===== config.mk =====
export PLATFORM = sky130hd
export DESIGN_NAME = smc_bank_seq
export DESIGN_NICKNAME = d
export VERILOG_FILES = /design/src/rtl/smc_pkg.sv /design/src/rtl/smc_timing_regs.sv /design/src/rtl/smc_access_seq.sv /design/src/rtl/smc_bank_seq.sv
export SDC_FILE = /design/constraint.sdc
export NUM_CORES = 1
export LEC_CHECK = 0
export ABC_AREA = 1
export BUFFER_PORTS_ARGS = -buffer_cell sky130_fd_sc_hd__buf_4
export CAP_MARGIN = 15
export CORE_MARGIN = 2
export CORE_UTILIZATION = 30
export DETAILED_ROUTE_END_ITERATION = 8
export PLACE_DENSITY_LB_ADDON = 0.3
export SLEW_MARGIN = 20
export SYNTH_ARGS = -nofsm -noshare
export SYNTH_HDL_FRONTEND = slang
export SYNTH_SLANG_ARGS = --single-unit

===== constraint.sdc =====
create_clock -name clk -period 2.44 [get_ports clk]
set_input_delay 0.122 -clock clk [delete_from_list [all_inputs] [get_ports clk]]
set_output_delay 0.122 -clock clk [all_outputs]
set_load 0.1 [all_outputs]

===== src/rtl/smc_pkg.sv =====
package smc_pkg;
    localparam int unsigned BANK_STRIDE = 32;
    localparam int unsigned OFS_IDLE    = 0;
    localparam int unsigned OFS_WAIT    = 4;
    localparam int unsigned OFS_MODE    = 8;

    typedef enum logic [1:0] {
        SEQ_IDLE   = 2'd0,
        SEQ_TURN   = 2'd1,
        SEQ_STROBE = 2'd2
    } seq_state_e;
endpackage


===== src/rtl/smc_timing_regs.sv =====
module smc_timing_regs #(
    parameter int NUM_BANKS = 6,
    parameter int IDLE_W    = 4,
    parameter int WAIT_W    = 5,
    parameter int RAW       = 8
) (
    input  logic                                clk,
    input  logic                                rst_n,
    input  logic                                wr_en,
    input  logic [RAW-1:0]                      addr,
    input  logic [31:0]                         wdata,
    output logic [31:0]                         rdata,
    output logic [NUM_BANKS-1:0][IDLE_W-1:0]    idle_cfg,
    output logic [NUM_BANKS-1:0][WAIT_W-1:0]    wait_cfg,
    output logic [NUM_BANKS-1:0]                mode_cfg
);
    import smc_pkg::*;

    typedef struct packed {
        logic [NUM_BANKS-1:0][IDLE_W-1:0] idle;
        logic [NUM_BANKS-1:0][WAIT_W-1:0] wt;
        logic [NUM_BANKS-1:0]             mode;
    } cfg_t;

    cfg_t cfg_d, cfg_q;
    logic [NUM_BANKS-1:0] hit_idle, hit_wait, hit_mode;
    logic unused_wdata;

    assign unused_wdata = ^wdata[31:1];

    for (genvar b = 0; b < NUM_BANKS; b++) begin : g_dec
        assign hit_idle[b] = (addr == RAW'(b * BANK_STRIDE + OFS_IDLE));
        assign hit_wait[b] = (addr == RAW'(b * BANK_STRIDE + OFS_WAIT));
        assign hit_mode[b] = (addr == RAW'(b * BANK_STRIDE + OFS_MODE));
    end

    always_comb begin
        cfg_d = cfg_q;
        if (wr_en) begin
            for (int b = 0; b < NUM_BANKS; b++) begin
                if (hit_idle[b]) cfg_d.idle[b] = wdata[IDLE_W-1:0];
                if (hit_wait[b]) cfg_d.wt[b]   = wdata[WAIT_W-1:0];
                if (hit_mode[b]) cfg_d.mode[b] = wdata[0];
            end
        end
    end

    always_comb begin
        rdata = '0;
        for (int b = 0; b < NUM_BANKS; b++) begin
            if (hit_idle[b]) rdata[IDLE_W-1:0] = cfg_q.idle[b];
            if (hit_wait[b]) rdata[WAIT_W-1:0] = cfg_q.wt[b];
            if (hit_mode[b]) rdata[0]          = cfg_q.mode[b];
        end
    end

    always_ff @(posedge clk or negedge rst_n) begin
        if (!rst_n) begin
            cfg_q.idle <= '1;
            cfg_q.wt   <= '1;
            cfg_q.mode <= '0;
        end else begin
            cfg_q <= cfg_d;
        end
    end

    assign idle_cfg = cfg_q.idle;
    assign wait_cfg = cfg_q.wt;
    assign mode_cfg = cfg_q.mode;
endmodule


===== src/rtl/smc_access_seq.sv =====
module smc_access_seq #(
    parameter int NUM_BANKS = 6,
    parameter int IDLE_W    = 4,
    parameter int WAIT_W    = 5,
    parameter int ADDR_W    = 16,
    parameter int BANK_W    = 3
) (
    input  logic                             clk,
    input  logic                             rst_n,
    input  logic                             req_valid,
    input  logic [BANK_W-1:0]                req_bank,
    input  logic                             req_write,
    input  logic                             req_burst,
    input  logic [ADDR_W-1:0]                req_addr,
    input  logic [NUM_BANKS-1:0][IDLE_W-1:0] idle_cfg,
    input  logic [NUM_BANKS-1:0][WAIT_W-1:0] wait_cfg,
    input  logic [NUM_BANKS-1:0]             mode_cfg,
    output logic                             req_ready,
    output logic                             req_done,
    output logic [NUM_BANKS-1:0]             mem_cs_n,
    output logic                             mem_oe_n,
    output logic                             mem_we_n,
    output logic [ADDR_W-1:0]                mem_addr
);
    import smc_pkg::*;

    localparam int CNT_W = (IDLE_W > WAIT_W) ? IDLE_W : WAIT_W;

    typedef struct packed {
        seq_state_e        st;
        logic [CNT_W-1:0]  cnt;
        logic [CNT_W-1:0]  wlen;
        logic [BANK_W-1:0] bank;
        logic              wr;
        logic [ADDR_W-1:0] addr;
        logic              prev_ok;
        logic              prev_wr;
        logic              bopen;
        logic [BANK_W-1:0] bbank;
    } seq_t;

    seq_t s_d, s_q;

    logic              bank_ok;
    logic [CNT_W-1:0]  sel_idle, sel_wait, turn_len, wait_len;
    logic              sel_mode, dir_flip, burst_cont;

    assign bank_ok  = (int'(req_bank) < NUM_BANKS);
    assign sel_idle = bank_ok ? CNT_W'(idle_cfg[req_bank]) : '0;
    assign sel_wait = bank_ok ? CNT_W'(wait_cfg[req_bank]) : '0;
    assign sel_mode = bank_ok ? mode_cfg[req_bank] : 1'b0;

    assign dir_flip   = s_q.prev_ok && (s_q.prev_wr != req_write);
    assign burst_cont = s_q.bopen && (s_q.bbank == req_bank) && !req_write
                        && req_burst && sel_mode;
    assign turn_len   = dir_flip ? sel_idle : '0;
    assign wait_len   = (req_write || burst_cont) ? '0 : sel_wait;

    always_comb begin
        s_d = s_q;
        unique case (s_q.st)
            SEQ_IDLE: begin
                if (req_valid) begin
                    s_d.bank    = req_bank;
                    s_d.wr      = req_write;
                    s_d.addr    = req_addr;
                    s_d.prev_ok = 1'b1;
                    s_d.prev_wr = req_write;
                    s_d.bopen   = !req_write && req_burst && sel_mode;
                    s_d.bbank   = req_bank;
                    s_d.wlen    = wait_len;
                    if (turn_len != '0) begin
                        s_d.st  = SEQ_TURN;
                        s_d.cnt = turn_len - 1'b1;
                    end else begin
                        s_d.st  = SEQ_STROBE;
                        s_d.cnt = wait_len;
                    end
                end
            end
            SEQ_TURN: begin
                if (s_q.cnt == '0) begin
                    s_d.st  = SEQ_STROBE;
                    s_d.cnt = s_q.wlen;
                end else begin
                    s_d.cnt = s_q.cnt - 1'b1;
                end
            end
            SEQ_STROBE: begin
                if (s_q.cnt == '0) s_d.st = SEQ_IDLE;
                else               s_d.cnt = s_q.cnt - 1'b1;
            end
            default: s_d.st = SEQ_IDLE;
        endcase
    end

    always_ff @(posedge clk or negedge rst_n) begin
        if (!rst_n) begin
            s_q <= '0;
        end else begin
            s_q <= s_d;
        end
    end

    for (genvar b = 0; b < NUM_BANKS; b++) begin : g_cs
        assign mem_cs_n[b] = !((s_q.st == SEQ_STROBE) && (s_q.bank == BANK_W'(b)));
    end

    assign req_ready = (s_q.st == SEQ_IDLE);
    assign req_done  = (s_q.st == SEQ_STROBE) && (s_q.cnt == '0);
    assign mem_oe_n  = !((s_q.st == SEQ_STROBE) && !s_q.wr);
    assign mem_we_n  = !((s_q.st == SEQ_STROBE) && s_q.wr);
    assign mem_addr  = s_q.addr;
endmodule


===== src/rtl/smc_bank_seq.sv =====
module smc_bank_seq #(
    parameter int NUM_BANKS = 6,
    parameter int IDLE_W    = 4,
    parameter int WAIT_W    = 5,
    parameter int ADDR_W    = 16,
    parameter int CFG_AW    = 8,
    parameter int BANK_W    = 3
) (
    input  logic                 clk,
    input  logic                 rst_n,
    input  logic                 cfg_wr,
    input  logic [CFG_AW-1:0]    cfg_addr,
    input  logic [31:0]          cfg_wdata,
    output logic [31:0]          cfg_rdata,
    input  logic                 req_valid,
    input  logic [BANK_W-1:0]    req_bank,
    input  logic                 req_write,
    input  logic                 req_burst,
    input  logic [ADDR_W-1:0]    req_addr,
    output logic                 req_ready,
    output logic                 req_done,
    output logic [NUM_BANKS-1:0] mem_cs_n,
    output logic                 mem_oe_n,
    output logic                 mem_we_n,
    output logic [ADDR_W-1:0]    mem_addr
);
    logic [NUM_BANKS-1:0][IDLE_W-1:0] idle_cfg;
    logic [NUM_BANKS-1:0][WAIT_W-1:0] wait_cfg;
    logic [NUM_BANKS-1:0]             mode_cfg;

    smc_timing_regs #(
        .NUM_BANKS(NUM_BANKS), .IDLE_W(IDLE_W), .WAIT_W(WAIT_W), .RAW(CFG_AW)
    ) u_regs (
        .clk(clk), .rst_n(rst_n), .wr_en(cfg_wr), .addr(cfg_addr),
        .wdata(cfg_wdata), .rdata(cfg_rdata),
        .idle_cfg(idle_cfg), .wait_cfg(wait_cfg), .mode_cfg(mode_cfg)
    );

    smc_access_seq #(
        .NUM_BANKS(NUM_BANKS), .IDLE_W(IDLE_W), .WAIT_W(WAIT_W),
        .ADDR_W(ADDR_W), .BANK_W(BANK_W)
    ) u_seq (
        .clk(clk), .rst_n(rst_n), .req_valid(req_valid), .req_bank(req_bank),
        .req_write(req_write), .req_burst(req_burst), .req_addr(req_addr),
        .idle_cfg(idle_cfg), .wait_cfg(wait_cfg), .mode_cfg(mode_cfg),
        .req_ready(req_ready), .req_done(req_done), .mem_cs_n(mem_cs_n),
        .mem_oe_n(mem_oe_n), .mem_we_n(mem_we_n), .mem_addr(mem_addr)
    );
endmodule


Word-level counts from Yosys, hierarchy flattened

Cells that the tools add are included.

Output and inout bits: 58
Bits of input ports: 65
Bits in registers: 94

Reductions and logical operators: 54
Mux-type cells: 37
Equal/unequal tests: 30
$lt $le $gt $ge: 2
Add/sub/neg operators: 2

Operators with widths:

| cell                  | number |
|---|---|
| $mux W5               | 12 |
| $eq A8 B7 Y1 const B  | 6 |
| $eq A8 B8 Y1 const B  | 6 |
| $mux W38              | 1 |
| $reduce_and A2 Y1     | 19 |
| $mux W4               | 8 |
| $eq A8 B6 Y1 const B  | 3 |
| $logic_and A1 B1 Y1   | 16 |
| $bmux W5 S3           | 1 |
| $pmux W5 S3           | 1 |
| $bmux W4 S3           | 1 |
| $logic_not A1 Y1      | 10 |
| $sub A5 B1 Y5 const B | 2 |
| $eq A8 B3 Y1 const B  | 1 |
| $eq A8 B4 Y1 const B  | 1 |
| $logic_not A8 Y1      | 1 |
| $mux W1               | 8 |
| $mux W7               | 1 |
| $eq A3 B2 Y1 const B  | 2 |
| $eq A3 B3 Y1 const B  | 2 |
| $pmux W2 S3           | 1 |
| $reduce_and A3 Y1     | 2 |
| $logic_not A5 Y1      | 1 |
| $reduce_bool A5 Y1    | 1 |
| other kinds (15)      | 18 |

Longest topological paths before layout

Gate-level depths: netlist (run 1).

Depth in word-level cells: 19
Mapped depth: 15

Modules after synthesis

From an unflattened synthesis (run 1), not the netlist that was laid out.

Cell total of the unflattened synthesis: 777
Area, all modules: 5,626.6 µm²

By module, submodules not included:

| module          | cells each | area each (µm²) | times used |
|---|---|---|---|
| smc_timing_regs | 386        | 3,089.2         | 1 |
| smc_access_seq  | 391        | 2,537.4         | 1 |

Worst setup path after synthesis (run 1)

Ideal clock, no wire load.

Path kind: reg2reg
Start point: register u_seq.s_q[31] (netlist bit)
End point: register u_seq.s_q[32] (netlist bit)
Required time: 2,319 ps
Path buffers: 1
Stages on the path, launching flop included: 14
Setup slack: -138 ps
Arrival time: 2,457 ps
Clock period less this slack: 2,578 ps
Cell sequence: dfrtp_1 > inv_1 > ha_1 > nand2_1 > nor2_1 > inv_1 > or2_1 > buf_2 > nor2_2 > inv_1 > nand3_2 > inv_1 > nand3_1 > o21ai_1

Longest elaborated chain between the ends: 3
Elaborated cells on any way between the ends: 7
Those cells by class: add/sub (1); eq/ne (1); mux (3); reduce/logical (2)

Ends and longest elaborated chain:

| item                                                     | RTL line              | RTL |
|---|---|---|
| start: declaration                                       | smc_access_seq.sv:42  | `seq_t s_d, s_q;` |
| start signal: assignment                                 | smc_access_seq.sv:99  | `s_q <= '0;` |
| start signal: assignment                                 | smc_access_seq.sv:101 | `s_q <= s_d;` |
| $sub A5 B1 Y5 / $logic_not A5 Y1 (equally long branches) | n/a                   |  |
| $mux W5, or another cell as far along                    | smc_access_seq.sv:90  | `if (s_q.cnt == '0) s_d.st = SEQ_IDLE;` |
| $pmux W5 S3 / $reduce_and A3 Y1 (equally long branches)  | n/a                   |  |

Several ways; a longest one is shown, not always the timed one. The select of a mux whose other input is x is not followed.
A chain may end at the register's enable or synchronous reset.

Worst setup path in the final report (run 1)

Start point: register u_seq.s_q[36] (netlist bit)
End point: output port mem_cs_n[2]

Longest elaborated chain between the ends: 3

Ends and longest elaborated chain:

| item                | RTL line              | RTL |
|---|---|---|
| $eq A2 B2 Y1        | smc_access_seq.sv:106 | `assign mem_cs_n[b] = !((s_q.st == SEQ_STROBE) && (s_q.bank == BANK_W'(b)));` |
| $logic_and A1 B1 Y1 | smc_access_seq.sv:106 |  |
| $logic_not A1 Y1    | smc_access_seq.sv:106 |  |
| end: declaration    | smc_bank_seq.sv:22    | `output logic [NUM_BANKS-1:0] mem_cs_n,` |

Every way passes these cells.

==> results of run 1 <==
==> state kept, by name (all words and copies together) (netlist names) <==
signal and flops:
u_regs.wait_cfg 30, u_seq.mem_addr 16, u_seq.s_q 18, u_regs.mode_cfg 6
u_regs.idle_cfg 24
==> metrics by stage <==
step | utilization [%] | cells | hold slack (ps) | power, mW | setup WS [ps]
after global routing | 36.2 | 1029 | 38.8 | 7.04 | 129
after floorplan | - | 756 | -174 | 4.84 | 207
after detailed placement | 33.7 | 996 | 217 | 5.30 | 317
final | 36.2 | 1029 | 30.7 | 6.69 | 280
after global placement | 33.7 | 996 | 217 | 5.28 | 342
after CTS | 36.2 | 1029 | 22.7 | 6.75 | 276
==> metal layers <==
metal	track usage, %	vias to the layer above
li1	-	2454
met1	22.8	2323
met5	0	-
met3	2.19	13
met2	26.0	151
met4	5.95	0
==> how the worst max path moves through the flow <==
| stage | startpoint | endpoint | slack [ps] |
|---|---|---|---|
| final | u_seq.s_q[36] | mem_cs_n[2] | 280 |
| after global routing | u_seq.s_q[36] | mem_cs_n[2] | 130 |
| after CTS | u_seq.s_q[36] | mem_cs_n[2] | 280 |
| after detailed placement | req_bank[0] | u_seq.s_q[32] | 320 |
| after global placement | cfg_addr[1] | cfg_rdata[3] | 340 |
| after floorplan | u_seq.s_q[31] | u_seq.s_q[32] | 210 |
==> final cells by class <==
type	count	area [um2]	share of cell area, %
Tap cell	229	287	4.38
Clock buffer	10	229	3.50
Multi-Input combinational cell	530	2550	38.9
Clock inverter	6	52.6	0.804
Sequential cell	94	2420	37.0
Timing Repair Buffer	92	746	11.4
Inverter	68	260	3.98
==> logic make-up (layout without fill, tap and decap cells) <==
logic type,after synthesis,in the layout,share of synthesized area (%)
flops,94,94,43.4
simple gates,334,334,25.7
fa+ha+maj,6,6,1.35
buf+inv,132,176,12.7
other cells,1,27,0.0673
compound gates,160,160,16.3
xor+xnor,3,3,0.472
==> power breakdown <==
group | switching, mW | total (mW) | internal, mW
clock | 0.620 | 1.40 | 0.783
sequential | 0.209 | 2.09 | 1.88
combinational | 2.46 | 3.19 | 0.735
==> critical path: cells and delay by family, from the launching register on <==
family / cells / cell delay (ps)
buf+inv: 3 / 560
flops: 1 / 410
simple gates: 2 / 350
fa+ha+maj: 1 / 360
==> timing repair <==
| action | in CTS | in global routing |
|---|---|---|
| endpoints found under the hold margin | 29 | 0 |
| setup endpoints to repair | 0 | 0 |
| hold buffers | 17 | 0 |
==> placed cells by master, fill, tap and decap left out, types with 17 or more instances in the layout <==
cell type      synthesis  final
a21oi_1               27     27
dlygate4sd3_1          0     17
nor2_1                38     38
nand2_1              220    220
dfstp_2               54     54
dfrtp_1               40     40
o21ai_0               74     74
o21ai_1               24     24
conb_1                 1     27
inv_1                 57     57
buf_4                 45     74
nand3_1               39     39
==> impl_metrics.tcl, run 1 <==
set metrics [dict create \
    synth.cell_area_um2 5570 \
    cts_root_buf "clkbuf_16" \
    post-dp-hpwl_um 11100 \
    post_route_cells_drive_above_1_share_pct 22.3 \
    syn_to_final_growth_pct 17.4 \
    crit_type "flop to output port" \
    io_buffers 68 \
    path_max_fanout 8 \
    final-hold-violation-count 0 \
    drc 0 \
    vias 4941 \
    yosys_warnings 0 \
    synth_top_area_cell "dfstp_2" \
    firstDrtPassIters 5 \
    r2r_start "u_regs.idle_cfg[4]" \
    r2r_cells 14 \
    min_path_cells 3 \
    fmax_mhz 463 \
    cts-resized-gates 0 \
    critPathCaptureType "output port" \
    grt_pass1_vias 4756 \
    grt_max_degree 51 \
    fillers 1924 \
    core-area_um2 18100 \
    maxSlewViolCount 0 \
    async_reset_ff_share_pct 100 \
    ys_types 46 \
    viasPerCell 4.80 \
    cts.sinks 94 \
    avgSynthCellArea_um2 7.63 \
    arrival_ps 2040 \
    met1_length_um 7370 \
    syn_inst 730 \
    finalInstanceArea_um2 6540 \
    fin_tns_setup_ps 0 \
    yosysSeqAreaShare_pct 43.4 \
    crit_required_ps 2320 \
    cts_tree "done" \
    h-tree-depth 3 \
    antenna_found_initial 0 \
    min-delay-start "cfg_wdata[0]" \
    io_pins 123 \
    hold_end "u_regs.mode_cfg[4]" \
    ant_nets 0 \
    overflow 0 \
    outcome "completed" \
    start_util_pct 30.8 \
    drt_iter0_drc 296 \
    synth_most_common_cell "nand2_1" \
    crit_path_frequent_cell "inv_1" \
    clock_skew_ps 7.48 \
    tightest_slew_ps 679 \
    crit_path_max_incr_delay_ps 410 \
    vdd_drop_max_v 0.000608 \
    synth_edf_count 0 \
    setup_viol 0 \
    finalCriticalPeriod_ps 2160 \
    clock_latency_ps 350 \
    antennaDiodeCount 0 \
    grt_usage_pct 16.3 \
    cts_inserted_buffers 9 \
    synth_common_cells "nand2_1, o21ai_0, inv_1" \
    r2r_setup_slack_ps 400 \
    clock_path_buffers 2 \
    ys_ff_latch 94 \
    synth_top_flop_cell "dfstp_2" \
    place.gp.congestion 0.814 \
    synth_top_area_share_pct 25.5 \
    post_cts_buffers 0 \
    synthTopCellsByArea "dfstp_2, dfrtp_1, nand2_1, o21ai_0, buf_4" \
    die_area_um2 19700 \
    routed.top_layer "met4" \
    wl_met2_um 6950 \
    postPlaceCellArea_um2 6090 \
    row_count 49 \
    leakagePower_nw 2.83 \
    path_cells "inv_1 > ha_1 > inv_1 > nor2_1 > nand3_1 > buf_4" \
    min_period_over_period_pct 88.5 \
    wire_per_inst_um 14.9 \
    dr_wl_met3_um 828 \
    wl_um 15400 \
    clk_pin_slew_worst_paths_ps 70 \
    grt_pass1_wl_um 25200 \
    cp_slowest_cell "dfrtp_1" \
    start_kind "flop" \
    hold_class "input port to flop" \
    rsz0062_at_grt "no" \
    dieHeight_um 140 \
    maxCapViolCount 0 \
    nNetsFinal 866 \
    die_w_um 140 \
    r2r-end "u_seq.s_q[32]" \
    power.density_nw_per_um2 1020 \
    slew_headroom_pct 54.7 \
]
(Power assumes the default switching activity.)
==> run 2: changes to the inputs <==
Clock period 2.44 ns to 2.3 ns, I/O delays scaled along.
==> run 2 against run 1 <==
Final cell count grew 0.78%; global-route usage down 0.20 points; critical path type unchanged; sequential share of layout area fell by 0.67 points; hold slack worse by 7.5 ps; largest power group unchanged.
==> impl_metrics.tcl, run 2 (synthesis gave the netlist of run 1 again) <==
set metrics [dict create \
    rsz0062_at_grt "no" \
    h-tree-depth 3 \
    start_kind "flop" \
    power_frac_comb_pct 46.5 \
    setup_viol 0 \
    grt_pass1_wl_um 25000 \
    final_cell_mix "nand2_1, buf_4, o21ai_0" \
    fin_tns_setup_ps 0 \
    min_period_over_period_pct 92.4 \
    path_max_fanout 9 \
    cts_inserted_buffers 9 \
    grt_max_degree 46 \
    sequentialPowerShare_pct 30.2 \
    clock_skew_ps 6.47 \
    dieHeight_um 140 \
    drt_iter0_drc 332 \
    cts_tree "done" \
    critPathCaptureType "output port" \
    core-area_um2 18100 \
    dpl.cell_count 1004 \
    cp_slowest_cell "dfrtp_1" \
    final_common_cell "nand2_1" \
    cts.sinks 94 \
    maxSlewViolCount 0 \
    io_buffers 68 \
    arrival_ps 2010 \
    place.gp.congestion 0.821 \
    post-dp-hpwl_um 11400 \
    fmax_mhz 471 \
    antennaDiodeCount 0 \
    clock_path_buffers 2 \
    vdd_drop_max_v 0.000764 \
    vias 4910 \
    overflow 0 \
    finalCriticalPeriod_ps 2120 \
    grt_pass1_vias 4636 \
    power.internal_mw 3.84 \
    tightest_slew_ps 623 \
    power.density_nw_per_um2 1100 \
    ant_nets 0 \
    path_delay_family "simple AND/OR/NAND/NOR gates" \
    leakagePower_nw 2.89 \
    fin_cells 1037 \
    die_w_um 140 \
    nNetsFinal 874 \
    wl_um 15400 \
    post_route_cells_drive_above_1_share_pct 23.4 \
    crit_path_max_incr_delay_ps 390 \
    cts_root_buf "clkbuf_16" \
    slew_headroom_pct 58.5 \
    hold_class "input port to flop" \
    crit_type "flop to output port" \
    finalInstanceArea_um2 6660 \
    die_area_um2 19700 \
    place_ws_ps 263 \
    viasPerCell 4.73 \
    power_frac_clock_pct 23.3 \
    syn_to_final_growth_pct 19.5 \
    p_sw_mw 3.51 \
    maxCapViolCount 0 \
    setup_ws_ps 175 \
    outcome "completed" \
    postPlaceCellArea_um2 6150 \
    swShare_pct 47.8 \
    final-hold-violation-count 0 \
    clock_latency_ps 350 \
    drc 0 \
    r2r_setup_slack_ps 260 \
    critPathBufInv 3 \
    clk_pin_slew_worst_paths_ps 70 \
    path_cells "inv_1 > ha_1 > nand2_1 > nor2_1 > inv_1 > or2_1 > nor2_4 > buf_4" \
    wire_per_inst_um 14.9 \
    firstDrtPassIters 4 \
    crit_required_ps 2180 \
    antenna_found_initial 0 \
    row_count 49 \
    post_cts_buffers 0 \
    grt_usage_pct 16.1 \
    io_pins 123 \
    crit_path_frequent_cell "inv_1" \
    largest_reg_flops 30 \
    start_util_pct 30.8 \
]
-- run 2: area by class of cell --
class / instances / area, um2
Fill cell: 1870 / 11400
Multi-Input combinational cell: 530 / 2550
Sequential cell: 94 / 2420
Timing Repair Buffer: 100 / 806
Tap cell: 229 / 287
Clock buffer: 11 / 264
Inverter: 68 / 260
Clock inverter: 5 / 78.8
-- run 2: final timing paths --
check	depth (start not counted)	start	end
max	8	u_seq.s_q[31]	req_done
min	3	cfg_wdata[0]	u_regs.mode_cfg[3]
max reg2reg	14	u_regs.idle_cfg[4]	u_seq.s_q[32]
min reg2reg	2	u_regs.idle_cfg[20]	u_regs.idle_cfg[20]
max in group asynchronous	3	rst_n	u_regs.idle_cfg[16]
min in group asynchronous	2	rst_n	u_regs.mode_cfg[2]
-- run 2: worst reg2reg max path, delay by kind of cell, from the launching register on --
kind / cells / cell delay [ps]
adder cells (fa/ha/maj): 1 / 230
flip-flops: 1 / 530
AO/OA/AOI/OAI: 5 / 490
AND/OR/NAND/NOR: 6 / 580
buffers and inverters: 2 / 120
-- run 2: routing by layer --
layer	vias to the layer above	part of all wire, %	track usage (%)
met3	17	3.7	2.02
met5	-	0	0
met4	0	1.7	5.74
li1	2475	-	-
met2	104	46	25.3
met1	2314	49	22.9
-- run 2: through the flow --
stage / hold slack (ps) / total power [mW] / utilization [%]
floorplan: -181 / 5.13 / -
global placement: 182 / 5.62 / 34.0
detailed placement: 173 / 5.65 / 34.0
CTS: 16.5 / 7.41 / 36.8
global route: 31.5 / 7.74 / 36.8
finish: 23.2 / 7.35 / 36.8
-- run 2: what timing repair did --
item                                    in CTS  in global routing
endpoints found under the hold margin       33                  0
endpoints found under the setup margin       0                  0
resized for setup                            0                  0
hold buffers                                17                  0
-- run 2: power by group through the flow --
| stage | registers, mW | clock network (mW) | logic [mW] |
|---|---|---|---|
| 3_3_place_gp | 2.24 | 0 | 3.38 |
| 4_1_cts | 2.22 | 1.75 | 3.44 |
| 3_5_place_dp | 2.24 | 0 | 3.41 |
| 5_1_grt | 2.27 | 1.82 | 3.65 |
| 2_1_floorplan | 2.18 | 0 | 2.96 |
| 6_report | 2.22 | 1.71 | 3.41 |
==> run 3: changes to the inputs <==
Settings changed: CORE_ASPECT_RATIO from default to 1.2, MAX_ROUTING_LAYER from default to met4.
==> run 3 against run 2 <==
Hold slack improved by 4.7 ps; worst setup slack got worse by 5.1 ps; flip-flop and latch count unchanged; largest cell class unchanged; maximum frequency decreased by 0.24%; largest power group unchanged; non-clock buffer count decreased by 2.
==> impl_metrics.tcl, run 3 (synthesis gave the netlist of run 1 again) <==
set metrics [dict create \
    clock_path_buffers 2 \
    io_buffers 68 \
    rsz0062_at_grt "no" \
    overflow 0 \
    crit_type "flop to output port" \
    crit_path_max_incr_delay_ps 400 \
    wl_um 15400 \
    path_max_fanout 9 \
    cts-resized-gates 0 \
    fin_tns_setup_ps 0 \
    antennaDiodeCount 0 \
    wire_per_inst_um 14.9 \
    drc 0 \
    die_area_um2 19700 \
    core-area_um2 18200 \
    min-delay-start "cfg_wdata[0]" \
    hold_end "u_regs.mode_cfg[5]" \
    critPathCaptureType "output port" \
    largest_reg_flops 30 \
    cts_inserted_buffers 9 \
    r2r_setup_slack_ps 260 \
    tightest_slew_ps 511 \
    final_common_cell "nand2_1" \
    vias 4886 \
    viasPerCell 4.74 \
    drt_iter0_drc 394 \
    grt_pass1_vias 4676 \
    dieHeight_um 153 \
    start_util_pct 30.7 \
    firstDrtPassIters 5 \
    post_cts_buffers 0 \
    place_ws_ps 257 \
    fmax_mhz 470 \
    grt_pass1_wl_um 24800 \
    h-tree-depth 3 \
    clock_latency_ps 350 \
    finalCriticalPeriod_ps 2130 \
    setup_viol 0 \
    crit_path_frequent_cell "inv_1" \
    post_route_cells_drive_above_1_share_pct 23.1 \
    r2r_start "u_regs.idle_cfg[4]" \
    slew_headroom_pct 65.9 \
    power.density_nw_per_um2 1080 \
    r2r_cells 14 \
    cts.sinks 94 \
    clk_pin_slew_worst_paths_ps 70 \
    min_path_cells 3 \
    arrival_ps 2010 \
    place.gp.congestion 0.843 \
    start_kind "flop" \
    setup_ws_ps 170 \
    io_pins 123 \
    cts_tree "done" \
    r2r-end "u_seq.s_q[32]" \
    path_cells "inv_1 > ha_1 > nand2_1 > nor2_1 > inv_1 > or2_1 > nor2_4 > buf_4" \
    syn_to_final_growth_pct 18.2 \
    cp_slowest_cell "dfrtp_1" \
    clock_skew_ps 11.0 \
    final-hold-violation-count 0 \
    grt_usage_pct 16.6 \
    cts_root_buf "clkbuf_16" \
    nNetsFinal 872 \
    antenna_found_initial 0 \
    post-dp-hpwl_um 11100 \
    die_w_um 128 \
    outcome "completed" \
    maxSlewViolCount 0 \
    grt_max_degree 41 \
    min_period_over_period_pct 92.6 \
    hold_class "input port to flop" \
    vdd_drop_max_v 0.000468 \
    ant_nets 0 \
    maxCapViolCount 0 \
    fin_hold_ws_ps 27.9 \
    crit_required_ps 2180 \
    hold_buffers 17 \
    final_cell_mix "nand2_1, buf_4, o21ai_0" \
    leakagePower_nw 2.86 \
    row_count 54 \
]
==> run 3: cell types whose count changed in the layout (fill, tap and decap cells not counted) <==
cell / change
buf_4: -2
bufinv_16: -1
clkbuf_1: +1
clkbuf_16: -1
clkbuf_8: -1
clkinv_2: +1
clkinv_4: +1
==> run 3: through the flow <==
step / power [mW] / cells / util (%) / instance area [um2]
2_1_floorplan: 5.13 / 756 / - / 5680
3_3_place_gp: 5.61 / 997 / 33.7 / 6130
3_5_place_dp: 5.64 / 997 / 33.7 / 6130
4_1_cts: 7.22 / 1030 / 36.3 / 6590
5_1_grt: 7.57 / 1030 / 36.3 / 6590
6_report: 7.15 / 1030 / 36.3 / 6590
==> run 3: cell type report <==
type                    instances  area, um2
well taps                     224        280
inverters                      68        260
repair buffers                 98        791
multi-input cells             530       2550
fillers                      1963      11600
clock buffers                  10        229
clock inverters                 6       62.6
flip-flops and latches         94       2420
==> run 3: critical path: cells and delay by family (launching register included) <==
family                     cells  cell delay [ps]
and+or+nand+nor                4              610
buffers and inverters          3              460
DFF                            1              400
adders and majority gates      1              190
==> run 3: how the worst max path moves through the flow <==
stage,from,end,slack (ps),cells past startpoint
6_report,u_seq.s_q[31],req_done,170,8
5_1_grt,u_regs.idle_cfg[1],u_seq.s_q[32],30,13
4_1_cts,u_seq.s_q[31],req_done,150,8
3_5_place_dp,u_regs.idle_cfg[4],u_seq.s_q[32],260,14
3_3_place_gp,cfg_addr[3],cfg_rdata[3],270,12
2_1_floorplan,u_seq.s_q[31],u_seq.s_q[32],70,13
==> run 3: routing by layer <==
metal | share of wire [%] | vias up | wire length, um | global-route usage, %
li1 | - | 2460 | - | -
met1 | 44 | 2304 | 6730 | 20.4
met2 | 51 | 103 | 7760 | 27.9
met3 | 3.6 | 19 | 557 | 2.56
met4 | 2.1 | 0 | 318 | 5.49
met5 | 0 | - | 0 | -
==> run 3: report_power, final <==
part           switching (mW)  leakage [nW]  internal [mW]
registers               0.226          1.04           2.00
logic                    2.60          1.67          0.793
clock network           0.689         0.146          0.843
